$ cat src/rtl/fftc_pkg.sv
package fftc_pkg;
  localparam int LG_W = 5;

  typedef logic [LG_W-1:0] lg_t;

  typedef struct packed {
    lg_t  frame_lg;
    lg_t  fft_lg;
    logic inverse;
  } fftc_cfg_t;

  // length from exponent, wide enough for any legal exponent
  function automatic logic [31:0] pow2(input lg_t lg);
    return 32'd1 << lg;
  endfunction
endpackage

$ cat src/rtl/fftc_cfg_regs.sv
module fftc_cfg_regs
  import fftc_pkg::*;
#(
  parameter int MIN_FRAME_LG = 10,
  parameter int MAX_FRAME_LG = 16,
  parameter int MIN_FFT_LG   = 5,
  parameter int MAX_FFT_LG   = 16,
  parameter int DEF_FRAME_LG = 10,
  parameter int DEF_FFT_LG   = 10
) (
  input  logic      clk,
  input  logic      rst_n,
  input  logic      wr_en,
  input  fftc_cfg_t wr_cfg,
  input  logic      busy,
  output fftc_cfg_t cfg,
  output logic      err
);
  localparam lg_t FR_LO = lg_t'(MIN_FRAME_LG);
  localparam lg_t FR_HI = lg_t'(MAX_FRAME_LG);
  localparam lg_t FT_LO = lg_t'(MIN_FFT_LG);
  localparam lg_t FT_HI = lg_t'(MAX_FFT_LG);

  logic legal;

  always_comb begin
    legal = (wr_cfg.frame_lg >= FR_LO) && (wr_cfg.frame_lg <= FR_HI) &&
            (wr_cfg.fft_lg   >= FT_LO) && (wr_cfg.fft_lg   <= FT_HI) &&
            (wr_cfg.fft_lg   <= wr_cfg.frame_lg);
  end

  always_ff @(posedge clk) begin
    if (!rst_n) begin
      cfg.frame_lg <= lg_t'(DEF_FRAME_LG);
      cfg.fft_lg   <= lg_t'(DEF_FFT_LG);
      cfg.inverse  <= 1'b0;
      err          <= 1'b0;
    end else if (wr_en && !busy) begin
      if (legal) begin
        cfg <= wr_cfg;
        err <= 1'b0;
      end else begin
        err <= 1'b1;
      end
    end
  end
endmodule

$ cat src/rtl/fftc_in_seq.sv
module fftc_in_seq
  import fftc_pkg::*;
#(
  parameter int POS_W = 16,
  parameter int OCC_W = 18
) (
  input  logic             clk,
  input  logic             rst_n,
  input  lg_t              frame_lg,
  input  lg_t              fft_lg,
  input  logic             in_valid,
  input  logic [31:0]      in_word,
  output logic             in_ready,
  input  logic             core_in_ready,
  output logic             core_in_valid,
  output logic [15:0]      core_in_re,
  output logic [15:0]      core_in_im,
  output logic             core_in_sop,
  output logic             core_in_eop,
  input  logic [OCC_W-1:0] out_free,
  input  logic [OCC_W-1:0] owed,
  output logic             fire,
  output logic             mid_frame
);
  typedef logic [POS_W:0] len_t;
  typedef logic [OCC_W:0] occ_t;

  logic [POS_W-1:0] blk_pos, frm_pos;
  len_t blk_len, frm_len;
  logic blk_last, frm_last;
  occ_t need;
  logic gate;

  always_comb begin
    blk_len  = len_t'(pow2(fft_lg));
    frm_len  = len_t'(pow2(frame_lg));
    blk_last = ({1'b0, blk_pos} == blk_len - len_t'(1));
    frm_last = ({1'b0, frm_pos} == frm_len - len_t'(1));
    need     = {1'b0, owed} + occ_t'(blk_len);
    // a block may only start when its whole result fits behind what is owed
    gate     = (blk_pos != '0) || ({1'b0, out_free} >= need);
  end

  assign core_in_valid = in_valid && gate;
  assign in_ready      = core_in_ready && gate;
  assign fire          = in_valid && in_ready;
  assign core_in_re    = in_word[15:0];
  assign core_in_im    = in_word[31:16];
  assign core_in_sop   = (blk_pos == '0);
  assign core_in_eop   = blk_last;
  assign mid_frame     = (frm_pos != '0);

  always_ff @(posedge clk) begin
    if (!rst_n) begin
      blk_pos <= '0;
      frm_pos <= '0;
    end else if (fire) begin
      blk_pos <= blk_last ? '0 : blk_pos + 1'b1;
      frm_pos <= frm_last ? '0 : frm_pos + 1'b1;
    end
  end
endmodule

$ cat src/rtl/fftc_out_pack.sv
module fftc_out_pack
  import fftc_pkg::*;
#(
  parameter int POS_W = 16,
  parameter int CNT_W = 16
) (
  input  logic             clk,
  input  logic             rst_n,
  input  lg_t              frame_lg,
  input  lg_t              fft_lg,
  input  logic             core_out_valid,
  input  logic [31:0]      core_out_re,
  input  logic [31:0]      core_out_im,
  output logic             out_valid,
  output logic [63:0]      out_data,
  output logic             out_last,
  output logic [CNT_W-1:0] frames_done,
  output logic [CNT_W-1:0] blocks_done
);
  typedef logic [POS_W:0] len_t;

  logic [POS_W-1:0] blk_pos, frm_pos;
  logic blk_last, frm_last, blk_end_q;

  always_comb begin
    blk_last = ({1'b0, blk_pos} == len_t'(pow2(fft_lg))   - len_t'(1));
    frm_last = ({1'b0, frm_pos} == len_t'(pow2(frame_lg)) - len_t'(1));
  end

  always_ff @(posedge clk) begin
    if (!rst_n) begin
      out_valid <= 1'b0;
      out_data  <= '0;
      out_last  <= 1'b0;
      blk_end_q <= 1'b0;
      blk_pos   <= '0;
      frm_pos   <= '0;
    end else begin
      out_valid <= core_out_valid;
      if (core_out_valid) begin
        out_data  <= {core_out_im, core_out_re};
        out_last  <= frm_last;
        blk_end_q <= blk_last;
        blk_pos   <= blk_last ? '0 : blk_pos + 1'b1;
        frm_pos   <= frm_last ? '0 : frm_pos + 1'b1;
      end else begin
        out_last  <= 1'b0;
        blk_end_q <= 1'b0;
      end
    end
  end

  always_ff @(posedge clk) begin
    if (!rst_n) begin
      frames_done <= '0;
      blocks_done <= '0;
    end else begin
      if (out_valid && out_last)  frames_done <= frames_done + 1'b1;
      if (out_valid && blk_end_q) blocks_done <= blocks_done + 1'b1;
    end
  end
endmodule

$ cat src/rtl/fftc_frame_ctrl.sv
module fftc_frame_ctrl
  import fftc_pkg::*;
#(
  parameter int MIN_FRAME_LG = 10,
  parameter int MAX_FRAME_LG = 16,
  parameter int MIN_FFT_LG   = 5,
  parameter int MAX_FFT_LG   = 16,
  parameter int DEF_FRAME_LG = 10,
  parameter int DEF_FFT_LG   = 10,
  parameter int OCC_W        = 18,
  parameter int CNT_W        = 16
) (
  input  logic             clk,
  input  logic             rst_n,
  input  logic             cfg_wr,
  input  logic [LG_W-1:0]  cfg_frame_lg,
  input  logic [LG_W-1:0]  cfg_fft_lg,
  input  logic             cfg_inverse,
  output logic [LG_W-1:0]  stat_frame_lg,
  output logic [LG_W-1:0]  stat_fft_lg,
  output logic             stat_inverse,
  output logic             stat_busy,
  output logic             stat_cfg_err,
  output logic [CNT_W-1:0] stat_frames_done,
  output logic [CNT_W-1:0] stat_blocks_done,
  input  logic             in_valid,
  output logic             in_ready,
  input  logic [63:0]      in_data,
  output logic             core_in_valid,
  input  logic             core_in_ready,
  output logic [15:0]      core_in_re,
  output logic [15:0]      core_in_im,
  output logic             core_in_sop,
  output logic             core_in_eop,
  output logic [LG_W-1:0]  core_fft_lg,
  output logic             core_inverse,
  input  logic             core_out_valid,
  input  logic [31:0]      core_out_re,
  input  logic [31:0]      core_out_im,
  output logic             out_valid,
  output logic [63:0]      out_data,
  output logic             out_last,
  input  logic [OCC_W-1:0] out_free
);
  localparam int POS_W = MAX_FRAME_LG;

  fftc_cfg_t cfg, wr_cfg;
  logic fire, mid_frame, busy;
  logic [OCC_W-1:0] owed;
  logic unused_hi;

  assign unused_hi = ^in_data[63:32];
  assign wr_cfg    = '{frame_lg: cfg_frame_lg, fft_lg: cfg_fft_lg, inverse: cfg_inverse};

  fftc_cfg_regs #(
    .MIN_FRAME_LG(MIN_FRAME_LG), .MAX_FRAME_LG(MAX_FRAME_LG),
    .MIN_FFT_LG(MIN_FFT_LG),     .MAX_FFT_LG(MAX_FFT_LG),
    .DEF_FRAME_LG(DEF_FRAME_LG), .DEF_FFT_LG(DEF_FFT_LG)
  ) u_cfg (
    .clk(clk), .rst_n(rst_n), .wr_en(cfg_wr), .wr_cfg(wr_cfg),
    .busy(busy), .cfg(cfg), .err(stat_cfg_err)
  );

  fftc_in_seq #(.POS_W(POS_W), .OCC_W(OCC_W)) u_in (
    .clk(clk), .rst_n(rst_n),
    .frame_lg(cfg.frame_lg), .fft_lg(cfg.fft_lg),
    .in_valid(in_valid), .in_word(in_data[31:0]), .in_ready(in_ready),
    .core_in_ready(core_in_ready), .core_in_valid(core_in_valid),
    .core_in_re(core_in_re), .core_in_im(core_in_im),
    .core_in_sop(core_in_sop), .core_in_eop(core_in_eop),
    .out_free(out_free), .owed(owed), .fire(fire), .mid_frame(mid_frame)
  );

  fftc_out_pack #(.POS_W(POS_W), .CNT_W(CNT_W)) u_out (
    .clk(clk), .rst_n(rst_n),
    .frame_lg(cfg.frame_lg), .fft_lg(cfg.fft_lg),
    .core_out_valid(core_out_valid), .core_out_re(core_out_re),
    .core_out_im(core_out_im), .out_valid(out_valid), .out_data(out_data),
    .out_last(out_last), .frames_done(stat_frames_done),
    .blocks_done(stat_blocks_done)
  );

  // results owed: samples handed to the engine but not yet written out
  always_ff @(posedge clk) begin
    if (!rst_n) owed <= '0;
    else if (fire && !out_valid) owed <= owed + 1'b1;
    else if (!fire && out_valid) owed <= owed - 1'b1;
  end

  assign busy          = (owed != '0) || mid_frame || core_in_valid;
  assign stat_busy     = busy;
  assign stat_frame_lg = cfg.frame_lg;
  assign stat_fft_lg   = cfg.fft_lg;
  assign stat_inverse  = cfg.inverse;
  assign core_fft_lg   = cfg.fft_lg;
  assign core_inverse  = cfg.inverse;
endmodule

$ cat config.mk
export PLATFORM = sky130hd
export DESIGN_NAME = fftc_frame_ctrl
export DESIGN_NICKNAME = d
export VERILOG_FILES = /design/src/rtl/fftc_pkg.sv /design/src/rtl/fftc_cfg_regs.sv /design/src/rtl/fftc_in_seq.sv /design/src/rtl/fftc_out_pack.sv /design/src/rtl/fftc_frame_ctrl.sv
export SDC_FILE = /design/constraint.sdc
export NUM_CORES = 1
export LEC_CHECK = 0
export BUFFER_PORTS_ARGS = -buffer_cell sky130_fd_sc_hd__buf_2
export CELL_PAD_IN_SITES_DETAIL_PLACEMENT = 0
export CELL_PAD_IN_SITES_GLOBAL_PLACEMENT = 1
export CORE_ASPECT_RATIO = 1.2
export CORE_MARGIN = 4
export CORE_UTILIZATION = 42
export DETAILED_ROUTE_END_ITERATION = 8
export PLACE_DENSITY = 0.95
export SLEW_MARGIN = 5
export SYNTH_ARGS = -nofsm -noshare
export SYNTH_HDL_FRONTEND = slang
export SYNTH_SLANG_ARGS = --single-unit
$ cat constraint.sdc
create_clock -name clk -period 11.5 [get_ports clk]
set_input_delay 1.725 -clock clk [delete_from_list [all_inputs] [get_ports clk]]
set_output_delay 1.725 -clock clk [all_outputs]
set_load 0.02 [all_outputs]
# --- Word-level counts from Yosys, hierarchy flattened ---
# Index checks and enable logic that the tools add are counted.
word_totals:
  ff_bits: 193
  inputBits: 163
  out_inout_bits: 153
  word_cells: 70
op_classes:
  add_sub_neg: 11
  n_lt_le_gt_ge: 6
  n_eq_ne: 4
  shifts: 2
  muxes: 7
  n_reduce_logical: 25
op_table:
  columns: ["op", "count"]
  rows:
  - ["16-bit by 1-bit adder with 16-bit output, second input constant", 6]
  - ["16-bit by 17-bit equality test with 1-bit output", 4]
  - ["16-bit two-way mux", 4]
  - ["18-bit two-way mux", 2]
  - ["1-bit by 5-bit << shifter with 17-bit output, first input constant", 2]
  - ["17-bit by 1-bit subtractor with 17-bit output, second input constant", 2]
  - ["16-bit nonzero test", 2]
  - ["18-bit by 17-bit adder with 19-bit output", 1]
  - ["18-bit by 19-bit greater-or-equal comparator with 1-bit output", 1]
  - ["18-bit by 1-bit adder with 18-bit output, second input constant", 1]
  - ["18-bit nonzero test", 1]
  - ["18-bit by 1-bit subtractor with 18-bit output, second input constant", 1]
  - ["16-bit logical NOT", 1]
  - ["1-bit logical AND", 12]
  - ["5-bit less-or-equal comparator, second input constant", 2]
  - ["5-bit by 3-bit greater-or-equal comparator with 1-bit output, second input constant", 1]
  - ["5-bit by 4-bit greater-or-equal comparator with 1-bit output, second input constant", 1]
  - ["5-bit less-or-equal comparator", 1]
  - ["2-bit AND reduction", 2]
  - ["1-bit logical NOT", 3]
  - ["1-bit logical OR", 3]
  - ["2-bit nonzero test", 1]
  - ["1-bit two-way mux", 1]

# --- Longest topological paths before layout ---
logic_depth:
  ltp_word: 10
  depth_mapped: 35
  mapped_depth_nobuf: 33

# --- By module ---
# From an unflattened synthesis, not the netlist that was laid out.
hier_totals:
  hier_cells: 1597
  hier_area_um2: 13367.8
modules_own_cells:
  columns: ["module", "n_inst", "cells_each", "area_per_inst_um2", "seq_area_each_um2"]
  rows:
  - ["fftc_out_pack", 1, 727, 6622.6, 2622.5]
  - ["fftc_in_seq", 1, 591, 4394.2, 640.6]
  - ["fftc_frame_ctrl", 1, 203, 1652.8, 360.3]
  - ["fftc_cfg_regs", 1, 76, 698.2, 240.2]

# --- Worst setup path after synthesis ---
# Ideal clock, no wire load.
synth_timing:
  path_kind: "register to register"
  from: "reg, netlist name u_cfg.cfg[3]"
  to: "reg owed[16]"
  setup_time_ns: 0.115
  t_arrival_ns: 6.583
  required_ns: 11.385
  setup_slack_ns: 4.802
  path_stages_with_launch: 36
  path_buffers: 2
  synth_period_minus_slack_ns: 6.698
  path_cell_list: "dfxtp_1 > buf_2 > buf_2 > nor2_1 > nand3_1 > inv_1 > ha_1 > inv_1 > fa_1 > nor2b_1 > o31ai_1 > a21oi_1 > o211ai_1 > nor2b_1 > o21ai_0 > nor2_1 > xnor2_1 > ha_1 > nand2_1 > or4_1 > nand3_1 > a311o_1 > nand2_2 > a21o_4 > inv_4 > ha_1 > inv_1 > ha_1 > nor2b_1 > o31ai_1 > a22oi_1 > a211oi_1 > o311ai_0 > xnor2_1 > o21ai_0 > and2_1"
synth_via:
  elab_chain_cells: 9
  word_cells_on_any_way: 11
  classes_between: "add/sub (1); order compare (1); shift (1); mux (1); reduce/logical (7)"
synth_rtl:
  columns: ["item", "line_no", "rtl"]
  rows:
  - ["1-bit by 5-bit << shifter with 17-bit output *", "fftc_pkg.sv:14", "return 32'd1 << lg;"]
  - ["18-bit by 17-bit adder with 19-bit output *", "fftc_in_seq.sv:39", "need = {1'b0, owed} + occ_t'(blk_len);"]
  - ["18-bit by 19-bit greater-or-equal comparator with 1-bit output *", "fftc_in_seq.sv:41", "gate = (blk_pos != '0) || ({1'b0, out_free} >= need);"]
  - ["1-bit logical OR *", "fftc_in_seq.sv:41", null]
  - ["1-bit logical AND *", "fftc_in_seq.sv:45", "assign in_ready = core_in_ready && gate;"]
  - ["1-bit logical AND *", "fftc_in_seq.sv:46", "assign fire = in_valid && in_ready;"]
  - ["net fire", "fftc_frame_ctrl.sv:48", "logic fire, mid_frame, busy;"]
  - ["1-bit logical NOT", "fftc_frame_ctrl.sv:87", "else if (!fire && out_valid) owed <= owed - 1'b1;"]
  - ["1-bit logical AND", "fftc_frame_ctrl.sv:87", null]
  - ["2-bit nonzero test (no source line)", null, null]
  - ["end signal: assignment", "fftc_frame_ctrl.sv:86", "else if (fire && !out_valid) owed <= owed + 1'b1;"]
  - ["end signal: assignment", "fftc_frame_ctrl.sv:87", null]
  - ["end: declaration", "fftc_frame_ctrl.sv:49", "logic [OCC_W-1:0] owed;"]
# The timed path passes the listed nets; every way through them passes the cells marked *.
# A chain may end at the register's enable or synchronous reset.

# --- Worst setup path in the final report ---
layout_timing:
  from: "reg, netlist name u_cfg.cfg[2]"
  to: "reg owed[16]"
layout_via:
  elab_chain_cells: 9
  word_cells_on_any_way: 11
  classes_between: "add/sub (1); order compare (1); shift (1); mux (1); reduce/logical (7)"
layout_rtl:
  columns: ["item", "line_no"]
  rows:
  - ["1-bit by 5-bit << shifter with 17-bit output *", "fftc_pkg.sv:14"]
  - ["18-bit by 17-bit adder with 19-bit output *", "fftc_in_seq.sv:39"]
  - ["18-bit by 19-bit greater-or-equal comparator with 1-bit output *", "fftc_in_seq.sv:41"]
  - ["1-bit logical OR *", "fftc_in_seq.sv:41"]
  - ["1-bit logical AND *", "fftc_in_seq.sv:45"]
  - ["1-bit logical AND *", "fftc_in_seq.sv:46"]
  - ["net fire", "fftc_frame_ctrl.sv:48"]
  - ["1-bit logical NOT", "fftc_frame_ctrl.sv:87"]
  - ["1-bit logical AND", "fftc_frame_ctrl.sv:87"]
  - ["2-bit nonzero test (no source line)", null]
# Marks and branches as above.

==> run metrics <==
layout cells sized above 1 a little under a fifth; crit path DAT between 8 and 9 ns; 1st-iter DRT viols approximately 760; Critical Path Source u_cfg.cfg[2]$_SDFFE_PN1P_; largest net degree at the start of global routing 90; worst-margin pin slew around 1.1 ns; CP max-delay cell dfxtp_1; cell family with most CP delay compound AO/OA/AOI/OAI gates; antenna viol nets, final 0; Setup Crit Path Kind flop to flop; Setup crit end owed[16]$_SDFFE_PN0P_; global-route wire length before repair around 53000 um; Worst path max stage delay approximately 0.79 ns; outcome finished, final reports clean; worst flop-to-flop path endpoint owed[16]$_SDFFE_PN0P_; hpwl dp 24900 um; Post-Layout Inst Area between 0.01 and 0.015 mm^2; gp weighted congestion approximately 0.9; Final Skew a little under 0.009 ns; RSZ-0062 raised after global routing no; clk buf depth 2; TritonCTS clock tree yes; Critical path buffers and inverters 2; yosys synthesis warning count 0; Root Buffer clkbuf_16; final core occ around half; Final #Nets roughly 1.8k; die height between 150 and 200 um; aggregate routed wire length approximately 33000 um; core region area between 0.02 and 0.03 mm^2; drt drc 0; Pwr Density 159 mW/mm^2; Avg Cell Area, Syn around 8.3 um^2; Clock Pin Slew Worst Setup and Hold Paths 0.08 ns; Sequential cell area around 0.0039 mm^2; Vias/cell roughly 5.5; r2r startpoint u_cfg.cfg[2]$_SDFFE_PN1P_; Die Width between 150 and 200 um; top_reg_cell synth dfxtp_1; internal reg-to-reg setup slack roughly 2.9 ns; Synth cell types 73; DR pass1 iterations 5; CP Depth 30; Post-DP Area approximately 0.013 mm^2; cell count after synthesis around 1.5k; maximum vdd drop roughly 0.000096 V; fin crit share between 70 and 80%; synthesized cell area around 0.012 mm^2; Die ar. 0.0313 mm^2; area growth from synthesis to layout 13.0%; setup TNS 0 ns; CP dominant cell by count ha_1; hold_buf cts 0; number of storage elements in the synthesis netlist slightly below 200; area taken by multi-input logic gates 0.00734 mm^2; TritonCTS Buffers 17; pins over their slew limit 0; wire per inst 16.6 um; # IOs 316; initial antenna violation count 2; R2R depth 30; syn nets about 1.7k; I/O Buffers around 220; CP max FO 19; Tightest Hold Check Type flop to flop; top-area cell type share of the netlist area between 30% and 40%; Post-Place Cells ~1.9k; Max Cap Viol 0; static leakage around 6 nW; CP endpoint kind flop; H-tree levels 4; clk sink count about 190; fmax ~0.12 GHz; Global Route Usage Sum 20.6%; worst endpoint required time 11.83 ns; fin crit period around 8.6 ns; Startpoint Class flop; EDFF count, synth 0; Final Hold Vio Count 0; setup-violating endpoint count in the final report 0; worst relative slew slack 24.9%; Initial Util a little over two fifths; vias about 11k; GRT overflow 0; row count 67; filler cell count around 2.7k; Synth async-reset ratio 0%; Antenna Cells 0; vias in the first global route around 10k; Synth area leader dfxtp_1; Area contributors post-synth dfxtp_1 (32%), ha_1 (7.0%), nor2_1 (6.5%), xor2_1 (6.3%), mux2i_1 (6.1%); Seq/Total Area, Yosys between 30% and 40%; final std cells w/o fill 1970; post-cts sizing count 0; Skew-Pair Late Insertion Delay about 0.43 ns; setup fix buffers added after clock tree synthesis 0
## tightest hold or removal path, delay by kind of cell (launching register included)
family / cells / cell delay [ns]
and+or+nand+nor: 1 / 0.07
muxes: 1 / 0.06
DFF: 1 / 0.33
## kinds of logic (layout without fill, tap and decap cells)
kind of cell | count (synthesis) | in the layout | share of synthesized area, %
compound gates | 246 | 246 | 13.3
xor+xnor | 150 | 150 | 11.0
fa+ha+maj | 69 | 69 | 7.32
buf+inv | 157 | 296 | 6.65
flops | 193 | 193 | 32.2
mux | 73 | 73 | 6.09
simple gates | 564 | 564 | 23.4
## synth_stat cells (15+ instances only)
master,number
nand2_1,89
buf_4,42
nor4_1,25
dfxtp_1,193
nor2_1,209
xnor2_1,64
nor3_1,21
o21ai_0,43
buf_2,20
nand4_1,32
mux2i_1,73
xor2_1,86
inv_1,41
a21oi_1,84
clkbuf_1,46
a211oi_1,15
ha_1,67
nand3_1,70
and3_1,29
## sequential cells by signal (all words and copies together), names as in the netlist, 11 cells and up
name,flops
u_out.frm_pos,16
u_out.blocks_done,16
u_out.out_data,64
u_in.frm_pos,16
owed,18
u_in.blk_pos,16
u_out.frames_done,16
u_cfg.cfg,11
u_out.blk_pos,16
## metal layers
layer	track usage [%]	part of all wire [%]	up-vias
li1	-	-	5309
met1	24.8	42	5081
met2	36.0	48	371
met3	5.42	8.0	47
met4	6.18	2.3	2
met5	0	0.040	-
## layout make-up
type | count | share of cell area (%)
Multi-Input combinational cell | 1102 | 54.1
Timing Repair Buffer | 222 | 8.27
Inverter | 42 | 1.19
Sequential cell | 193 | 28.5
Clock inverter | 12 | 1.09
Tap cell | 379 | 3.50
Clock buffer | 20 | 3.37
## power breakdown
group / total (mW) / switching [mW] / internal [mW] / leakage [nW]
Combinational: 0.763 / 0.438 / 0.326 / 4.08
Clock: 0.619 / 0.281 / 0.338 / 0.284
Sequential: 0.775 / 0.0639 / 0.711 / 1.57
## worst min-delay path by stage
| stage | from | end | slack, ns | cells past startpoint |
|---|---|---|---|---|
| 6_report | u_out.out_data[43]$_SDFFE_PN0P_ | u_out.out_data[43]$_SDFFE_PN0P_ | 0.49 | 2 |
| 5_1_grt | u_out.out_data[13]$_SDFFE_PN0P_ | u_out.out_data[13]$_SDFFE_PN0P_ | 0.52 | 2 |
| 4_1_cts | u_out.out_data[58]$_SDFFE_PN0P_ | u_out.out_data[58]$_SDFFE_PN0P_ | 0.50 | 2 |
| 3_5_place_dp | u_out.out_data[17]$_SDFFE_PN0P_ | u_out.out_data[17]$_SDFFE_PN0P_ | 0.48 | 2 |
| 3_3_place_gp | u_out.out_data[21]$_SDFFE_PN0P_ | u_out.out_data[21]$_SDFFE_PN0P_ | 0.47 | 2 |
| 2_1_floorplan | u_in.blk_pos[1]$_SDFFE_PN0P_ | u_in.blk_pos[1]$_SDFFE_PN0P_ | 0.48 | 2 |
## cells in the final DEF, fill, tap and decap left out, types with 11 or more instances in the layout
cell | synthesis | routed
buf_2 | 20 | 218
nor2_1 | 209 | 209
dfxtp_1 | 193 | 193
nand2_1 | 89 | 89
xor2_1 | 86 | 86
a21oi_1 | 84 | 84
mux2i_1 | 73 | 73
nand3_1 | 70 | 70
ha_1 | 67 | 67
xnor2_1 | 64 | 64
o21ai_0 | 43 | 43
inv_1 | 41 | 40
nand4_1 | 32 | 32
and3_1 | 29 | 29
nor4_1 | 25 | 25
nor3_1 | 21 | 21
clkbuf_16 | 0 | 17
a211oi_1 | 15 | 15
o31ai_1 | 13 | 13
or3_1 | 13 | 13
and4_1 | 12 | 12
and2_1 | 12 | 12
o21a_1 | 11 | 11
## through the flow
stage	hold WS [ns]	total power, mW	worst slack, ns
finish	0.489	2.16	2.91
global route	0.520	2.31	2.23
CTS	0.499	2.17	2.92
detailed placement	0.480	1.54	3.00
global placement	0.467	1.53	3.14
floorplan	0.483	1.38	4.80
Note: power is estimated with default switching activity, not from simulation.
